**config.mk**
```make
export PLATFORM = sky130hd
export DESIGN_NAME = chan_responder
export DESIGN_NICKNAME = d
export VERILOG_FILES = /design/src/rtl/chan_pkg.sv /design/src/rtl/chan_decode.sv /design/src/rtl/chan_gate.sv /design/src/rtl/chan_seq.sv /design/src/rtl/chan_responder.sv
export SDC_FILE = /design/constraint.sdc
export NUM_CORES = 1
export LEC_CHECK = 0
export ABC_AREA = 1
export ABC_CLOCK_PERIOD_IN_PS = 1800
export BUFFER_PORTS_ARGS = -buffer_cell sky130_fd_sc_hd__buf_2
export CAP_MARGIN = 40
export CORE_MARGIN = 5
export CORE_UTILIZATION = 42
export CTS_BUF_LIST = sky130_fd_sc_hd__clkbuf_2
export CTS_CLUSTER_DIAMETER = 120
export DETAILED_ROUTE_END_ITERATION = 8
export GPL_TIMING_DRIVEN = 0
export PLACE_DENSITY_LB_ADDON = 0.2
export RECOVER_POWER = 100
export SLEW_MARGIN = 15
export SYNTH_ARGS = -nofsm -noshare
export SYNTH_HDL_FRONTEND = slang
export SYNTH_SLANG_ARGS = --single-unit
```
**constraint.sdc**
```tcl
create_clock -name clk -period 1.8 [get_ports clk]
set_clock_uncertainty 0.1 [all_clocks]
set_input_delay 0.09 -clock clk [delete_from_list [all_inputs] [get_ports clk]]
set_output_delay 0.09 -clock clk [all_outputs]
set_load 0.05 [all_outputs]
```
**src/rtl/chan_pkg.sv**
```systemverilog
package chan_pkg;

    typedef enum logic [1:0] {
        OP_DATA_RD = 2'd0,
        OP_DATA_WR = 2'd1,
        OP_STAT_RD = 2'd2,
        OP_FUNC_WR = 2'd3
    } op_e;

    typedef enum logic [2:0] {
        ST_IDLE  = 3'd0,
        ST_WAIT  = 3'd1,
        ST_DRV   = 3'd2,
        ST_REPLY = 3'd3,
        ST_DONE  = 3'd4,
        ST_REJ   = 3'd5
    } state_e;

    function automatic logic op_is_read(op_e op);
        return (op == OP_DATA_RD) || (op == OP_STAT_RD);
    endfunction

endpackage

```
**src/rtl/chan_decode.sv**
```systemverilog
module chan_decode
    import chan_pkg::*;
#(
    parameter int ADDR_W = 16,
    parameter int EQ_LSB = 7,
    parameter int EQ_W   = 4
) (
    input  logic [ADDR_W-1:0] addr_i,
    input  logic              rd_i,
    input  logic              wr_i,
    input  logic [EQ_W-1:0]   dev_num_i,
    output logic              hit_o,
    output op_e               op_o
);
    logic match;
    logic dir;

    always_comb begin
        match = (addr_i[EQ_LSB +: EQ_W] == dev_num_i);
        dir   = addr_i[0];
        hit_o = match && (rd_i || wr_i);
        if (rd_i) op_o = dir ? OP_STAT_RD : OP_DATA_RD;
        else      op_o = dir ? OP_FUNC_WR : OP_DATA_WR;
    end
endmodule

```
**src/rtl/chan_gate.sv**
```systemverilog
module chan_gate
    import chan_pkg::*;
(
    input  op_e  op_i,
    input  logic dev_ready_i,
    input  logic dev_protected_i,
    input  logic prot_allow_i,
    input  logic src_valid_i,
    input  logic snk_ready_i,
    output logic accept_o
);
    logic guard_ok;
    logic flow_ok;

    always_comb begin
        guard_ok = dev_ready_i && (!dev_protected_i || prot_allow_i);
        unique case (op_i)
            OP_DATA_RD: flow_ok = src_valid_i;
            OP_DATA_WR: flow_ok = snk_ready_i;
            default:    flow_ok = 1'b1;
        endcase
        accept_o = (op_i == OP_STAT_RD) ? 1'b1 : (guard_ok && flow_ok);
    end
endmodule

```
**src/rtl/chan_seq.sv**
```systemverilog
module chan_seq
    import chan_pkg::*;
#(
    parameter int DATA_W   = 16,
    parameter int RESP_DLY = 2
) (
    input  logic              clk,
    input  logic              rst_n,
    input  logic              hit_i,
    input  op_e               op_i,
    input  logic              accept_i,
    input  logic              rd_i,
    input  logic              wr_i,
    input  logic [DATA_W-1:0] dat_i,
    input  logic [DATA_W-1:0] src_word_i,
    input  logic [DATA_W-1:0] status_i,
    output logic [DATA_W-1:0] dat_o,
    output logic              dat_oe_o,
    output logic              reply_o,
    output logic              reject_o,
    output logic              char_o,
    output logic              src_ready_o,
    output logic              snk_valid_o,
    output logic [DATA_W-1:0] snk_data_o,
    output logic [DATA_W-1:0] func_o
);
    localparam int CW = (RESP_DLY > 1) ? $clog2(RESP_DLY) : 1;
    localparam logic [CW-1:0] CNT_LAST = CW'(RESP_DLY - 1);

    typedef struct packed {
        state_e            st;
        op_e               op;
        logic [CW-1:0]     cnt;
        logic [DATA_W-1:0] word;
        logic [DATA_W-1:0] func;
        logic              pop;
        logic              push;
    } seq_t;

    seq_t q, d;
    logic strobe;

    always_comb begin
        d        = q;
        d.pop    = 1'b0;
        d.push   = 1'b0;
        strobe   = op_is_read(q.op) ? rd_i : wr_i;
        unique case (q.st)
            ST_IDLE: begin
                if (hit_i) begin
                    d.st  = ST_WAIT;
                    d.op  = op_i;
                    d.cnt = '0;
                end
            end
            ST_WAIT: begin
                if (!strobe) begin
                    d.st = ST_IDLE;
                end else if (q.cnt == CNT_LAST) begin
                    if (!accept_i) begin
                        d.st = ST_REJ;
                    end else begin
                        unique case (q.op)
                            OP_DATA_RD: begin
                                d.st   = ST_DRV;
                                d.word = src_word_i;
                                d.pop  = 1'b1;
                            end
                            OP_STAT_RD: begin
                                d.st   = ST_DRV;
                                d.word = status_i;
                            end
                            OP_DATA_WR: begin
                                d.st   = ST_REPLY;
                                d.word = dat_i;
                                d.push = 1'b1;
                            end
                            default: begin
                                d.st   = ST_REPLY;
                                d.func = dat_i;
                            end
                        endcase
                    end
                end else begin
                    d.cnt = q.cnt + 1'b1;
                end
            end
            ST_DRV:   d.st = ST_REPLY;
            ST_REPLY: if (!strobe) d.st = ST_DONE;
            ST_DONE:  d.st = ST_IDLE;
            ST_REJ:   if (!strobe) d.st = ST_IDLE;
            default:  d.st = ST_IDLE;
        endcase
    end

    always_ff @(posedge clk) begin
        if (!rst_n) begin
            q.st   <= ST_IDLE;
            q.op   <= OP_DATA_RD;
            q.cnt  <= '0;
            q.word <= '0;
            q.func <= '0;
            q.pop  <= 1'b0;
            q.push <= 1'b0;
        end else begin
            q <= d;
        end
    end

    always_comb begin
        reply_o     = (q.st == ST_REPLY);
        reject_o    = (q.st == ST_REJ);
        dat_oe_o    = (q.st == ST_DRV) ||
                      (op_is_read(q.op) && ((q.st == ST_REPLY) || (q.st == ST_DONE)));
        dat_o       = dat_oe_o ? q.word : '0;
        char_o      = dat_oe_o && (q.op == OP_DATA_RD) && (q.word[DATA_W-1:8] == '0);
        src_ready_o = q.pop;
        snk_valid_o = q.push;
        snk_data_o  = q.word;
        func_o      = q.func;
    end


    excl_chk: assert property (@(posedge clk) disable iff (!rst_n)
        !(reply_o && reject_o));


    hold_chk: assert property (@(posedge clk) disable iff (!rst_n)
        (reply_o && (rd_i || wr_i)) |=> reply_o);


    drop_chk: assert property (@(posedge clk) disable iff (!rst_n)
        ((reply_o || reject_o) && !rd_i && !wr_i) |=> (!reply_o && !reject_o));


    release_chk: assert property (@(posedge clk) disable iff (!rst_n)
        ($fell(reply_o) && dat_oe_o) |=> !dat_oe_o);


    lead_chk: assert property (@(posedge clk) disable iff (!rst_n)
        ($rose(reply_o) && rd_i) |-> $past(dat_oe_o));


    pulse_chk: assert property (@(posedge clk) disable iff (!rst_n)
        src_ready_o |=> !src_ready_o);
endmodule

```
**src/rtl/chan_responder.sv**
```systemverilog
module chan_responder
    import chan_pkg::*;
#(
    parameter int ADDR_W    = 16,
    parameter int DATA_W    = 16,
    parameter int EQ_LSB    = 7,
    parameter int EQ_W      = 4,
    parameter int RESP_DLY  = 2,
    parameter bit BYTE_ONLY = 1'b0
) (
    input  logic              clk,
    input  logic              rst_n,
    input  logic [ADDR_W-1:0] addr_i,
    input  logic              rd_i,
    input  logic              wr_i,
    input  logic              prot_allow_i,
    input  logic [DATA_W-1:0] dat_i,
    output logic [DATA_W-1:0] dat_o,
    output logic              dat_oe_o,
    output logic              reply_o,
    output logic              reject_o,
    output logic              char_o,
    input  logic [EQ_W-1:0]   dev_num_i,
    input  logic              dev_ready_i,
    input  logic              dev_protected_i,
    input  logic [DATA_W-1:0] status_i,
    input  logic              src_valid_i,
    input  logic [DATA_W-1:0] src_data_i,
    output logic              src_ready_o,
    input  logic              snk_ready_i,
    output logic              snk_valid_o,
    output logic [DATA_W-1:0] snk_data_o,
    output logic [DATA_W-1:0] func_o
);
    logic              hit;
    op_e               op;
    logic              accept;
    logic [DATA_W-1:0] src_word;

    generate
        if (BYTE_ONLY) begin : g_byte
            assign src_word = {{(DATA_W-8){1'b0}}, src_data_i[7:0]};
        end else begin : g_word
            assign src_word = src_data_i;
        end
    endgenerate

    chan_decode #(
        .ADDR_W (ADDR_W),
        .EQ_LSB (EQ_LSB),
        .EQ_W   (EQ_W)
    ) u_decode (
        .addr_i    (addr_i),
        .rd_i      (rd_i),
        .wr_i      (wr_i),
        .dev_num_i (dev_num_i),
        .hit_o     (hit),
        .op_o      (op)
    );

    op_e held_op;

    chan_gate u_gate (
        .op_i            (held_op),
        .dev_ready_i     (dev_ready_i),
        .dev_protected_i (dev_protected_i),
        .prot_allow_i    (prot_allow_i),
        .src_valid_i     (src_valid_i),
        .snk_ready_i     (snk_ready_i),
        .accept_o        (accept)
    );

    // The gate judges the request kind that the decoder reports now; the master
    // keeps the address stable for the whole exchange.
    assign held_op = op;

    chan_seq #(
        .DATA_W   (DATA_W),
        .RESP_DLY (RESP_DLY)
    ) u_seq (
        .clk         (clk),
        .rst_n       (rst_n),
        .hit_i       (hit),
        .op_i        (op),
        .accept_i    (accept),
        .rd_i        (rd_i),
        .wr_i        (wr_i),
        .dat_i       (dat_i),
        .src_word_i  (src_word),
        .status_i    (status_i),
        .dat_o       (dat_o),
        .dat_oe_o    (dat_oe_o),
        .reply_o     (reply_o),
        .reject_o    (reject_o),
        .char_o      (char_o),
        .src_ready_o (src_ready_o),
        .snk_valid_o (snk_valid_o),
        .snk_data_o  (snk_data_o),
        .func_o      (func_o)
    );


    prot_chk: assert property (@(posedge clk) disable iff (!rst_n)
        ($rose(reply_o) && dev_protected_i && !prot_allow_i) |-> (rd_i && addr_i[0]));


    ready_chk: assert property (@(posedge clk) disable iff (!rst_n)
        ($rose(reply_o) && !dev_ready_i) |-> (rd_i && addr_i[0]));


    nohit_chk: assert property (@(posedge clk) disable iff (!rst_n)
        ($rose(reply_o) || $rose(reject_o)) |-> (addr_i[EQ_LSB +: EQ_W] == dev_num_i));
endmodule

```
==> summary.txt, run 1 <==
STA
  • Period minus WS final: approximately 2100 ps
  • Final hold slack: roughly 27 ps
  • Fmax: a little under 500 MHz
  • Fin. Hold Viols: 0
  • Final Max Tran Viols: 0
  • Unrepaired setup endpoints after global routing: yes
  • Worst Tran Pin Value: 642 ps
  • Setup ws final: -260 ps
  • Final worst-path cycle share: 1.14
  • Slew headroom: 0.572
  • Final Setup Violations: 50
  • Setup TNS: -10170 ps

Global route
  • Global-route wire length before repair: approximately 14000 µm
  • M1 GR Usage: 0.274
  • Initial antenna violation count: 1
  • Global route hottest layer: met2
  • Global-route met2 utilization: 0.397
  • Largest net degree at the start of global routing: 14
  • Vias in the first global route: 3148
  • GR Util met3: 0.0464
  • Gr usage total: 0.226
  • Grt ovf: 0

Synth
  • YS warnings: 0
  • Post-synth EDFFs: 0
  • Async set-reset flop share out of synthesis: 0
  • Netlist Area Pre-Place: roughly 2500 µm²
  • Syn Area/Cell: ~6.3 µm²
  • Unique masters post-synth: 26
  • Synthesized Nets: approximately 480
  • Ranking of synthesized cells by area: dfxtp_1 32%, nand2_1 14%, nor2_1 13%
  • Synth top area share: 0.319
  • Post-synth top flop: dfxtp_1
  • Post-synthesis instance total: just under 400
  • Seq cells post-synth: 40
  • Sequential fraction of the synthesis area: 0.319
  • Synth area leader: dfxtp_1

Place
  • GP Congestion: around 0.86
  • Port bufs: roughly 120
  • HPWL after detailed placement: between 5000 and 6000 µm

Power and ir drop
  • Peak supply drop: between 0.2 and 0.3 mV
  • Leakage Power: 1.93 nW
  • Power density cells: approximately 440 nW/µm²

Critical path
  • Crit path launch type: register
  • Crit path capture type: register
  • Maximum fanout along the worst path: 8
  • Arrival @ worst endpoint: between 2000 and 2500 ps
  • Crit Path Class: register to register
  • Critical Path RT: ~2100 ps

Floorplanning
  • Die height: 87.3 µm
  • Starting Density: 0.429
  • Row count: 28
  • Die Area: roughly 7600 µm²
  • Core Footprint: roughly 6000 µm²
  • IO Pins: around 130
  • Die width: roughly 87 µm

Clock tree
  • Clock-pin slew on the worst setup and hold paths: between 200 and 250 ps
  • Htree depth: 2
  • Root buffer cell: clkbuf_2
  • CTS tree: built
  • Max clock buf depth: 2
  • Total CTS buffers: 5
  • Worst skew pair latency: 410 ps
  • CTS Sinks: 40

Drt
  • Iteration-0 DRC Markers: roughly 150
  • Vias per std cell: around 4.8
  • Drt pass-1 iters: 5
  • DRC viols: 0
  • Total number of vias: around 3100
  • Final ANT Viol Nets: 0
  • Routed WL per cell: around 14 µm
  • DRT Wirelength: 8930 µm

Layout
  • Multi-input gate area: around 1500 µm²
  • Commonest non-fill, non-tap cells in the layout: 75 x nand2_1, 65 x buf_2, 63 x nor2_1
  • Commonest non-fill, non-tap cell in the layout: nand2_1
  • Area Overhead vs Synth: 69.2%
  • FF+latch area: about 810 µm²
  • Final Core Density: 0.725
  • Layout cells sized above 1: 0.404
  • Final nets: ~660
  • FILL cells: about 470

Flow run
  • Total of max-cap violations: 0

Outcome
  • Status: finished with violations
  • Violated checks: setup timing

Worst hold path
  • HP Class: primary input to register
## registers in the layout, summed over array words and instances, names as in the netlist
register / count
u_seq.q: 6
u_seq.snk_data_o: 16
u_seq.snk_valid_o: 1
u_seq.func_o: 16
u_seq.src_ready_o: 1
## power breakdown
part           switching (W)  internal (W)  leakage (nW)  total, W
logic               0.000220      0.000205          1.56  0.000425
registers         0.00000380      0.000890         0.323  0.000894
clock network       0.000321      0.000232        0.0390  0.000553
total               0.000545       0.00133          1.93   0.00187
## stage by stage
step / instances / area, µm² / worst slack [ps] / power (W)
detailed placement: 589 / 3240 / -353 / 0.00120
global route: 658 / 4240 / -352 / 0.00195
finish: 658 / 4240 / -260 / 0.00187
CTS: 653 / 4100 / -196 / 0.00183
global placement: 589 / 3240 / -293 / 0.00120
floorplan: 396 / 2560 / -160 / 0.00108
## worst paths after layout
path	from	end	slack (ps)	cells after the start
max	u_seq.q[35]	u_seq.snk_data_o[2]	-260	13
min	rd_i	u_seq.q[35]	30	4
min reg2reg	u_seq.func_o[0]	u_seq.func_o[0]	400	2
max reg2reg	u_seq.q[35]	u_seq.snk_data_o[2]	-260	13
## critical path: stages, from the launching register on
cell	delay [ps]
dfxtp_2	380
inv_4	80
ha_4	170
nor2_8	50
buf_6	110
o21ai_4	170
nand2_4	80
nor2_4	150
nand2_2	80
nor2_4	260
buf_6	180
nand2_2	50
nand2_1	80
nor2_1	50
## per-layer routing
metal  vias up  share of wire
met1      1413           0.40
met2       129           0.49
li1       1569              -
met4         0          0.031
met5         -              0
met3        26          0.078
## cell families (layout without fill, tap and decap cells)
family | Yosys count | count (layout) | share of synthesized area
and+or+nand+nor | 208 | 209 | 0.345
buffers and inverters | 92 | 277 | 0.197
AOI/OAI and AO/OA | 51 | 51 | 0.115
DFF | 40 | 40 | 0.319
adders and majority gates | 4 | 4 | 0.0200
xor gates and xnor gates | 1 | 1 | 0.00349
other | 0 | 1 | 0
## Yosys cell counts, types with 3 or more instances
cell / count
nand4_1: 3
o211ai_1: 5
buf_4: 35
nand3_1: 18
clkbuf_1: 8
nand2_1: 92
nor2_1: 88
ha_1: 4
o21ai_1: 10
a21oi_1: 7
dfxtp_1: 40
o21ai_0: 26
inv_1: 43
## final cells by class
type / count / area share
multi-input combinational: 265 / 0.353
timing repair buffer: 178 / 0.294
clock inverter: 3 / 0.0100
sequential: 40 / 0.190
clock buffer: 5 / 0.00590
tap: 75 / 0.0221
buffer: 47 / 0.0823
inverter: 44 / 0.0419
antenna: 1 / 0.000590
## timing repair
item | CTS | global route
endpoints found under the setup margin | 50 | 56
resized for setup | 90 | 50
setup buffers | 17 | 4
hold buffers | 34 | 0
endpoints found under the hold margin | 34 | 0
gates cloned | 6 | 1
pin swaps | 16 | 24
No activity file was read; power rests on OpenSTA's default activity.
==> run 2: changes to the inputs <==
ABC_AREA = not set   (was 1)
ABC_CLOCK_PERIOD_IN_PS = 1680   (was 1800)
TNS_END_PERCENT = 10   (was not set)
clock period = 1.68 ns   (was 1.8 ns; I/O delays follow)
==> run 2 against run 1 <==
Effect of this change:
- count of clock-buffer cells in the layout is the same
- the flow still finishes with violations (setup timing)
- sequential cell count is the same
- largest power group unchanged
- largest cell class unchanged
- clock power rose by 3%
- critical path depth is 3 lower
==> summary.txt, run 2 <==
Global route
  • Vias in the first global route: 2864 (-9.0%)
  • Initial antenna violation count: 0 (-1)
  • Grt ovf: 0 (unchanged)
  • Global-route wire length before repair: 13600 µm (-1.2%)
  • Largest net degree at the start of global routing: 13 (-1)
  • Gr usage total: 0.230 (+0.00460)

Critical path
  • Crit Path Class: register to register
  • Arrival @ worst endpoint: 2500 ps (+180 ps)
  • Maximum fanout along the worst path: 6 (-2)
  • Reg2reg path depth: 10 (-3)
  • Flop-to-flop setup slack: -560 ps (-300 ps)
  • Critical Path RT: 1930 ps (-130 ps)
  • Crit path capture type: register
  • Reg2reg end: u_seq.snk_data_o[4]
  • Crit path launch type: register
  • CP startpoint: u_seq.q[35]
  • Critical R2R Launch: u_seq.q[35]

Flow run
  • Total of max-cap violations: 0 (unchanged)

Drt
  • Iteration-0 DRC Markers: 212 (+44%)
  • Total number of vias: 2938 (-6.3%)
  • DRT Wirelength: 9190 µm (+2.9%)
  • DRC viols: 0 (unchanged)
  • Final ANT Viol Nets: 0 (unchanged)
  • Vias per std cell: 5.25 (+10%)
  • Drt pass-1 iters: 5 (unchanged)
  • Routed WL per cell: 16.4 µm (+21%)

Layout
  • Post-Layout Cell Count: 560 (-15%)
  • Commonest non-fill, non-tap cell in the layout: buf_2
  • Area Overhead vs Synth: 76.1%
  • Post-route cell area: 4250 µm² (+0.18%)
  • Final nets: 568 (-14%)
  • FILL cells: 402 (-14%)
  • Antenna Diode Count: 0 (-1)
  • Layout cells sized above 1: 0.467 (+0.0634)
  • Commonest non-fill, non-tap cells in the layout: 66 x buf_2, 58 x nand2_1, 44 x dlygate4sd3_1
  • Final Core Density: 0.767 (+0.0420)

Outcome
  • Violated checks: setup timing
  • Status: finished with violations

Synth
  • Cell with the most instances after synthesis: nand2_1
  • Async set-reset flop share out of synthesis: 0 (unchanged)
  • Most frequent cells after synthesis: 58 x nand2_1, 40 x dfxtp_1, 33 x buf_4, 31 x o21ai_0
  • Seq cells post-synth: 40 (unchanged)
  • Synthesized Nets: 385 (-19%)
  • YS warnings: 0 (unchanged)
  • Post-synth top flop: dfxtp_1
  • Syn Area/Cell: 7.94 µm² (+25%)
  • Synth area leader: dfxtp_1
  • Post-synth EDFFs: 0 (unchanged)
  • Netlist Area Pre-Place: 2410 µm² (-3.7%)
  • Unique masters post-synth: 38 (+46%)
  • Sequential fraction of the synthesis area: 0.332 (+0.0124)
  • Synth top area share: 0.332 (+0.0124)
  • Post-synthesis instance total: 304 (-23%)
  • Ranking of synthesized cells by area: dfxtp_1 33%, buf_4 10%, nand2_1 9.0%

STA
  • Worst Tran Pin Value: 821 ps (+179 ps)
  • Final Setup Violations: 56 (+12%)
  • Final Max Tran Viols: 0 (unchanged)
  • Fin. Hold Viols: 0 (unchanged)
  • Unrepaired setup endpoints after global routing: yes
  • Fmax: 446 MHz (-8.2%)
  • Setup ws final: -564 ps (-305 ps)
  • Final worst-path cycle share: 1.34 (+0.192)
  • Slew headroom: 0.448 (-0.125)
  • Period minus WS final: 2240 ps (+185 ps)
  • Setup TNS: -22950 ps (-12780 ps)

Floorplanning
  • Core Footprint: 5540 µm² (-5.3%)
  • IO Pins: 131 (unchanged)
  • Starting Density: 0.436 (+0.00707)
  • Row count: 27 (-3.6%)
  • Die Area: 7360 µm² (-3.3%)
  • Die width: 85.8 µm (-1.7%)
  • Die height: 85.8 µm (-1.7%)

Power and ir drop
  • Leakage Power: 1.79 nW (-7.1%)
  • Part of the power in registers: 0.511 (+0.033)
  • Peak supply drop: 0.324 mV (+13%)
  • Net Sw Frac: 0.270 (-0.0209)
  • Power density cells: 442 nW/µm² (+0.11%)
  • Psw: 0.000507 W (-6.9%)
  • Gate power share: 0.186 (-0.041)
  • Internal Pwr Total: 0.00137 W (+3.2%)
  • Clock group share of total power: 0.303 (+0.008)
  • Pwr Total: 0.00188 W (+0.28%)

Clock tree
  • Root buffer cell: clkbuf_2
  • Worst skew pair latency: 400 ps (about the same)
  • Htree depth: 2 (unchanged)
  • Clock-pin slew on the worst setup and hold paths: 210 ps (-30 ps)
  • CTS Sinks: 40 (unchanged)
  • Max clock buf depth: 2 (unchanged)
  • CTS tree: built
  • Total CTS buffers: 5 (unchanged)

Place
  • HPWL after detailed placement: 5910 µm (+1.8%)
  • Placed insts: 495 (-16%)
  • GP Congestion: 0.865 (+0.78%)
  • Port bufs: 119 (+0.85%)
  • Placed Area: 3150 µm² (-2.7%)

Worst hold path
  • Hold Crit Depth: 5 (+1)
  • HP Class: primary input to register
  • Hold Startpoint: status_i[3]
  • Hold path endpoint: u_seq.snk_data_o[3]
[run 2: metal layers]
metal  global-route usage  up-vias  share of wire
met3               0.0509       20          0.077
met1                0.272     1363           0.39
li1                     -     1409              -
met5                    0        -              0
met4               0.0662        0          0.019
met2                0.415      146           0.51
[run 2: worst max-delay path, stage by stage (launching register included)]
cell,delay [ps]
dfxtp_4,410
inv_4,50
ha_4,170
buf_6,120
nor3b_4,240
o2111ai_4,200
nor4_4,310
buf_6,170
buf_8,140
o2111ai_2,140
o21ai_1,140
[run 2: timing repair]
item,CTS,global route
hold endpoints to repair,36,0
setup endpoints to repair,59,57
pin swaps,11,16
resized for setup,89,49
setup buffers,8,3
hold buffers,44,0
cloned,1,3
[run 2: stage by stage]
stage          setup WS [ps]  hold slack (ps)
5_1_grt                 -668             51.1
3_3_place_gp            -451              224
6_report                -564             37.3
4_1_cts                 -486             1.22
2_1_floorplan           -264              114
3_5_place_dp            -460              230
[run 2: cell families (layout without fill, tap and decap cells)]
kind of cell	Yosys count	after routing	share of synthesized area
simple gates	118	118	0.249
compound gates	77	77	0.222
buf+inv	59	243	0.153
flops	40	40	0.332
fa+ha+maj	4	4	0.0207
xor+xnor	4	4	0.0145
mux	2	2	0.00829
[run 2: how the worst max path moves through the flow]
stage	end	cells after the start
6_report	u_seq.snk_data_o[4]	10
5_1_grt	u_seq.snk_data_o[4]	10
4_1_cts	u_seq.snk_data_o[12]	9
3_5_place_dp	u_seq.snk_data_o[12]	9
3_3_place_gp	u_seq.func_o[0]	9
2_1_floorplan	u_seq.func_o[10]	8
[run 2: layout make-up]
class                   count  area, µm²  share of cell area
clock buffers               5       25.0             0.00589
flip-flops and latches     40        811               0.191
repair buffers            178       1390               0.326
multi-input cells         205       1490               0.351
well taps                  72       90.1              0.0212
clock inverters             3       37.5             0.00883
plain buffers              53        389              0.0916
inverters                   4       20.0             0.00471
[run 2: power groups by stage]
stage	sequential, W	combinational [W]	clock (W)
after detailed placement	0.000977	0.000225	0
after CTS	0.000958	0.000319	0.000571
final	0.000959	0.000349	0.000569
after global placement	0.000976	0.000224	0
after global routing	0.000960	0.000374	0.000607
after floorplan	0.000976	0.000106	0
==> run 3: changes to the inputs <==
BUFFER_PORTS_ARGS = -buffer_cell sky130_fd_sc_hd__clkbuf_2   (was -buffer_cell sky130_fd_sc_hd__buf_2)
CELL_PAD_IN_SITES_DETAIL_PLACEMENT = 0   (was not set)
CELL_PAD_IN_SITES_GLOBAL_PLACEMENT = 2   (was not set)
CORE_MARGIN = not set   (was 5)
CORE_UTILIZATION = 22   (was 42)
==> run 3 against run 2 <==
Effect of this change:
- via count decreased by 6.9%
- the run still ends with setup timing left
- non-clock buffer count decreased by 2
- global-route usage decreased by 6.7 points
- critical path depth decreased by 4
- die area increased by 55%
- critical path type is now register to primary output
- count of clock-buffer cells in the layout unchanged
- power increased by 0.87%
==> summary.txt, run 3 (synthesis gave the netlist of run 2 again) <==
Floorplanning
  • Core Footprint: 10500 µm² (+89%)
  • Die width: 107 µm (+24%)
  • Starting Density: 0.231 (-0.205)
  • Die Area: 11400 µm² (+55%)
  • IO Pins: 131 (unchanged)
  • Row count: 37 (+37%)
  • Die height: 107 µm (+24%)

Place
  • Placed Area: 3230 µm² (+2.5%)
  • GP Congestion: 0.754 (-13%)
  • HPWL after detailed placement: 6630 µm (+12%)
  • Port bufs: 119 (unchanged)

Layout
  • Layout cells sized above 1: 0.471 (+0.00398)
  • Commonest non-fill, non-tap cells in the layout: 104 x clkbuf_2, 57 x nand2_1, 41 x dlygate4sd3_1
  • Area Overhead vs Synth: 77.0%
  • Commonest non-fill, non-tap cell in the layout: clkbuf_2
  • Antenna Diode Count: 0 (unchanged)
  • Final Core Density: 0.408 (-0.359)
  • Final nets: 566 (-0.35%)
  • Post-route cell area: 4270 µm² (+0.50%)
  • FILL cells: 1082 (+170%)

Power and ir drop
  • Pwr Total: 0.00189 W (+0.87%)
  • Part of the power in registers: 0.507 (-0.004)
  • Psw: 0.000520 W (+2.6%)
  • Leakage Power: 1.78 nW (-0.37%)
  • Power density cells: 443 nW/µm² (+0.37%)
  • Peak supply drop: 0.250 mV (-23%)
  • Net Sw Frac: 0.275 (+0.00458)
  • Clock group share of total power: 0.313 (+0.010)
  • Internal Pwr Total: 0.00137 W (+0.24%)
  • Gate power share: 0.180 (-0.006)

Global route
  • Gr usage total: 0.164 (-0.0665)
  • Grt ovf: 0 (unchanged)
  • Initial antenna violation count: 0 (unchanged)
  • Vias in the first global route: 2859 (-0.17%)
  • Global-route wire length before repair: 14500 µm (+6.0%)
  • Largest net degree at the start of global routing: 14 (+1)

STA
  • Final Setup Violations: 55 (-1.8%)
  • Period minus WS final: 2160 ps (-83.5 ps)
  • Fmax: 463 MHz (+3.9%)
  • Unrepaired setup endpoints after global routing: yes
  • Worst Tran Pin Value: 762 ps (-59.3 ps)
  • Setup ws final: -481 ps (+83.5 ps)
  • Setup TNS: -20410 ps (+2540 ps)
  • Fin. Hold Viols: 0 (unchanged)
  • Final Max Tran Viols: 0 (unchanged)
  • Slew headroom: 0.492 (+0.0446)
  • Final worst-path cycle share: 1.29 (-0.0497)

Drt
  • DRT Wirelength: 8930 µm (-2.8%)
  • Vias per std cell: 4.40 (-16%)
  • DRC viols: 0 (unchanged)
  • Total number of vias: 2734 (-6.9%)
  • Drt pass-1 iters: 4 (-1)
  • Iteration-0 DRC Markers: 63 (-70%)
  • Routed WL per cell: 14.4 µm (-13%)
  • Final ANT Viol Nets: 0 (unchanged)

Critical path
  • CP Cell Sequence: inv_4 > ha_4 > or4b_4 > nor3_2 > and3_4 > clkbuf_16
  • Crit Path Class: register to primary output
  • Crit path capture type: primary output
  • Critical path depth: 6 (-4)
  • Worst path slowest cell: or4b_4
  • Top cell family by delay on the critical path: simple AND/OR/NAND/NOR gates
  • CP Buf/Inv Count: 2 (-2)
  • Worst path max stage delay: 460 ps (+50 ps)
  • Reg2reg path depth: 10 (unchanged)
  • Critical Path RT: 1500 ps (-430 ps)
  • Arrival @ worst endpoint: 1980 ps (-520 ps)
  • Maximum fanout along the worst path: 4 (-2)
  • Crit path launch type: register

Worst hold path
  • HP Class: primary input to register
  • Hold Crit Depth: 5 (unchanged)

Clock tree
  • Clock-pin slew on the worst setup and hold paths: 210 ps (about the same)
  • Worst skew pair latency: 400 ps (about the same)
  • CTS Sinks: 40 (unchanged)
  • Htree depth: 2 (unchanged)
  • Max clock buf depth: 2 (unchanged)
  • CTS tree: built
  • Root buffer cell: clkbuf_2
  • Total CTS buffers: 5 (unchanged)

Outcome
  • Status: finished with violations
  • Violated checks: setup timing

Flow run
  • Total of max-cap violations: 0 (unchanged)
==> run 3: cell types whose count changed in the layout (fill, tap and decap cells not counted), sizes merged <==
cell / previous run / this run
clkbuf: 59 / 153
buf: 133 / 40
dlygate4sd3: 44 / 41
clkinv: 2 / 1
clkinvlp: 0 / 1
==> run 3: layout make-up <==
| type | count | area, µm² | share of cell area |
|---|---|---|---|
| Buffer | 52 | 379 | 0.0888 |
| Clock buffer | 5 | 25.0 | 0.00586 |
| Clock inverter | 3 | 42.5 | 0.00996 |
| Inverter | 4 | 17.5 | 0.00410 |
| Multi-Input combinational cell | 205 | 1450 | 0.340 |
| Sequential cell | 40 | 811 | 0.190 |
| Tap cell | 136 | 170 | 0.0398 |
| Timing Repair Buffer | 177 | 1370 | 0.321 |
==> run 3: repair_timing <==
action	CTS	global route
resized for setup	102	30
hold endpoints to repair	36	0
pin swaps	18	8
hold buffers	41	0
setup buffers	13	2
gates cloned	2	0
setup endpoints to repair	57	57
==> run 3: final timing paths <==
kind	start	endpoint	slack (ps)
setup reg to reg	u_seq.q[36]	u_seq.func_o[5]	-450
hold / removal	status_i[11]	u_seq.snk_data_o[11]	30
setup / recovery	u_seq.q[36]	char_o	-480
hold reg to reg	u_seq.func_o[13]	u_seq.func_o[13]	370
==> run 3: power by group through the flow <==
stage          Sequential, W  Clock, W  Combinational, W
6_report            0.000960  0.000593          0.000341
5_1_grt             0.000962  0.000672          0.000370
4_1_cts             0.000959  0.000622          0.000336
3_5_place_dp        0.000977         0          0.000239
3_3_place_gp        0.000976         0          0.000240
2_1_floorplan       0.000976         0          0.000106
==> run 3: per-layer routing <==
metal	GRT usage	vias up	share of wire
met4	0.0411	0	0.014
met5	0	-	0
met3	0.0243	10	0.036
met2	0.288	78	0.50
met1	0.209	1237	0.45
li1	-	1409	-
==> run 3: stage by stage <==
stage	hold slack, ps	cells	worst slack, ps
after global routing	18.5	622	-568
after CTS	7.03	621	-497
after floorplan	114	304	-264
after detailed placement	233	559	-520
final	32.3	622	-481
after global placement	235	559	-512
==> run 3: worst register-to-register path: cells and delay by family, from the launching register on <==
| kind | cells | cell delay [ps] |
|---|---|---|
| and+or+nand+nor | 3 | 600 |
| DFF | 1 | 430 |
| AOI/OAI and AO/OA | 2 | 300 |
| adders and majority gates | 1 | 180 |
| buffers and inverters | 4 | 470 |
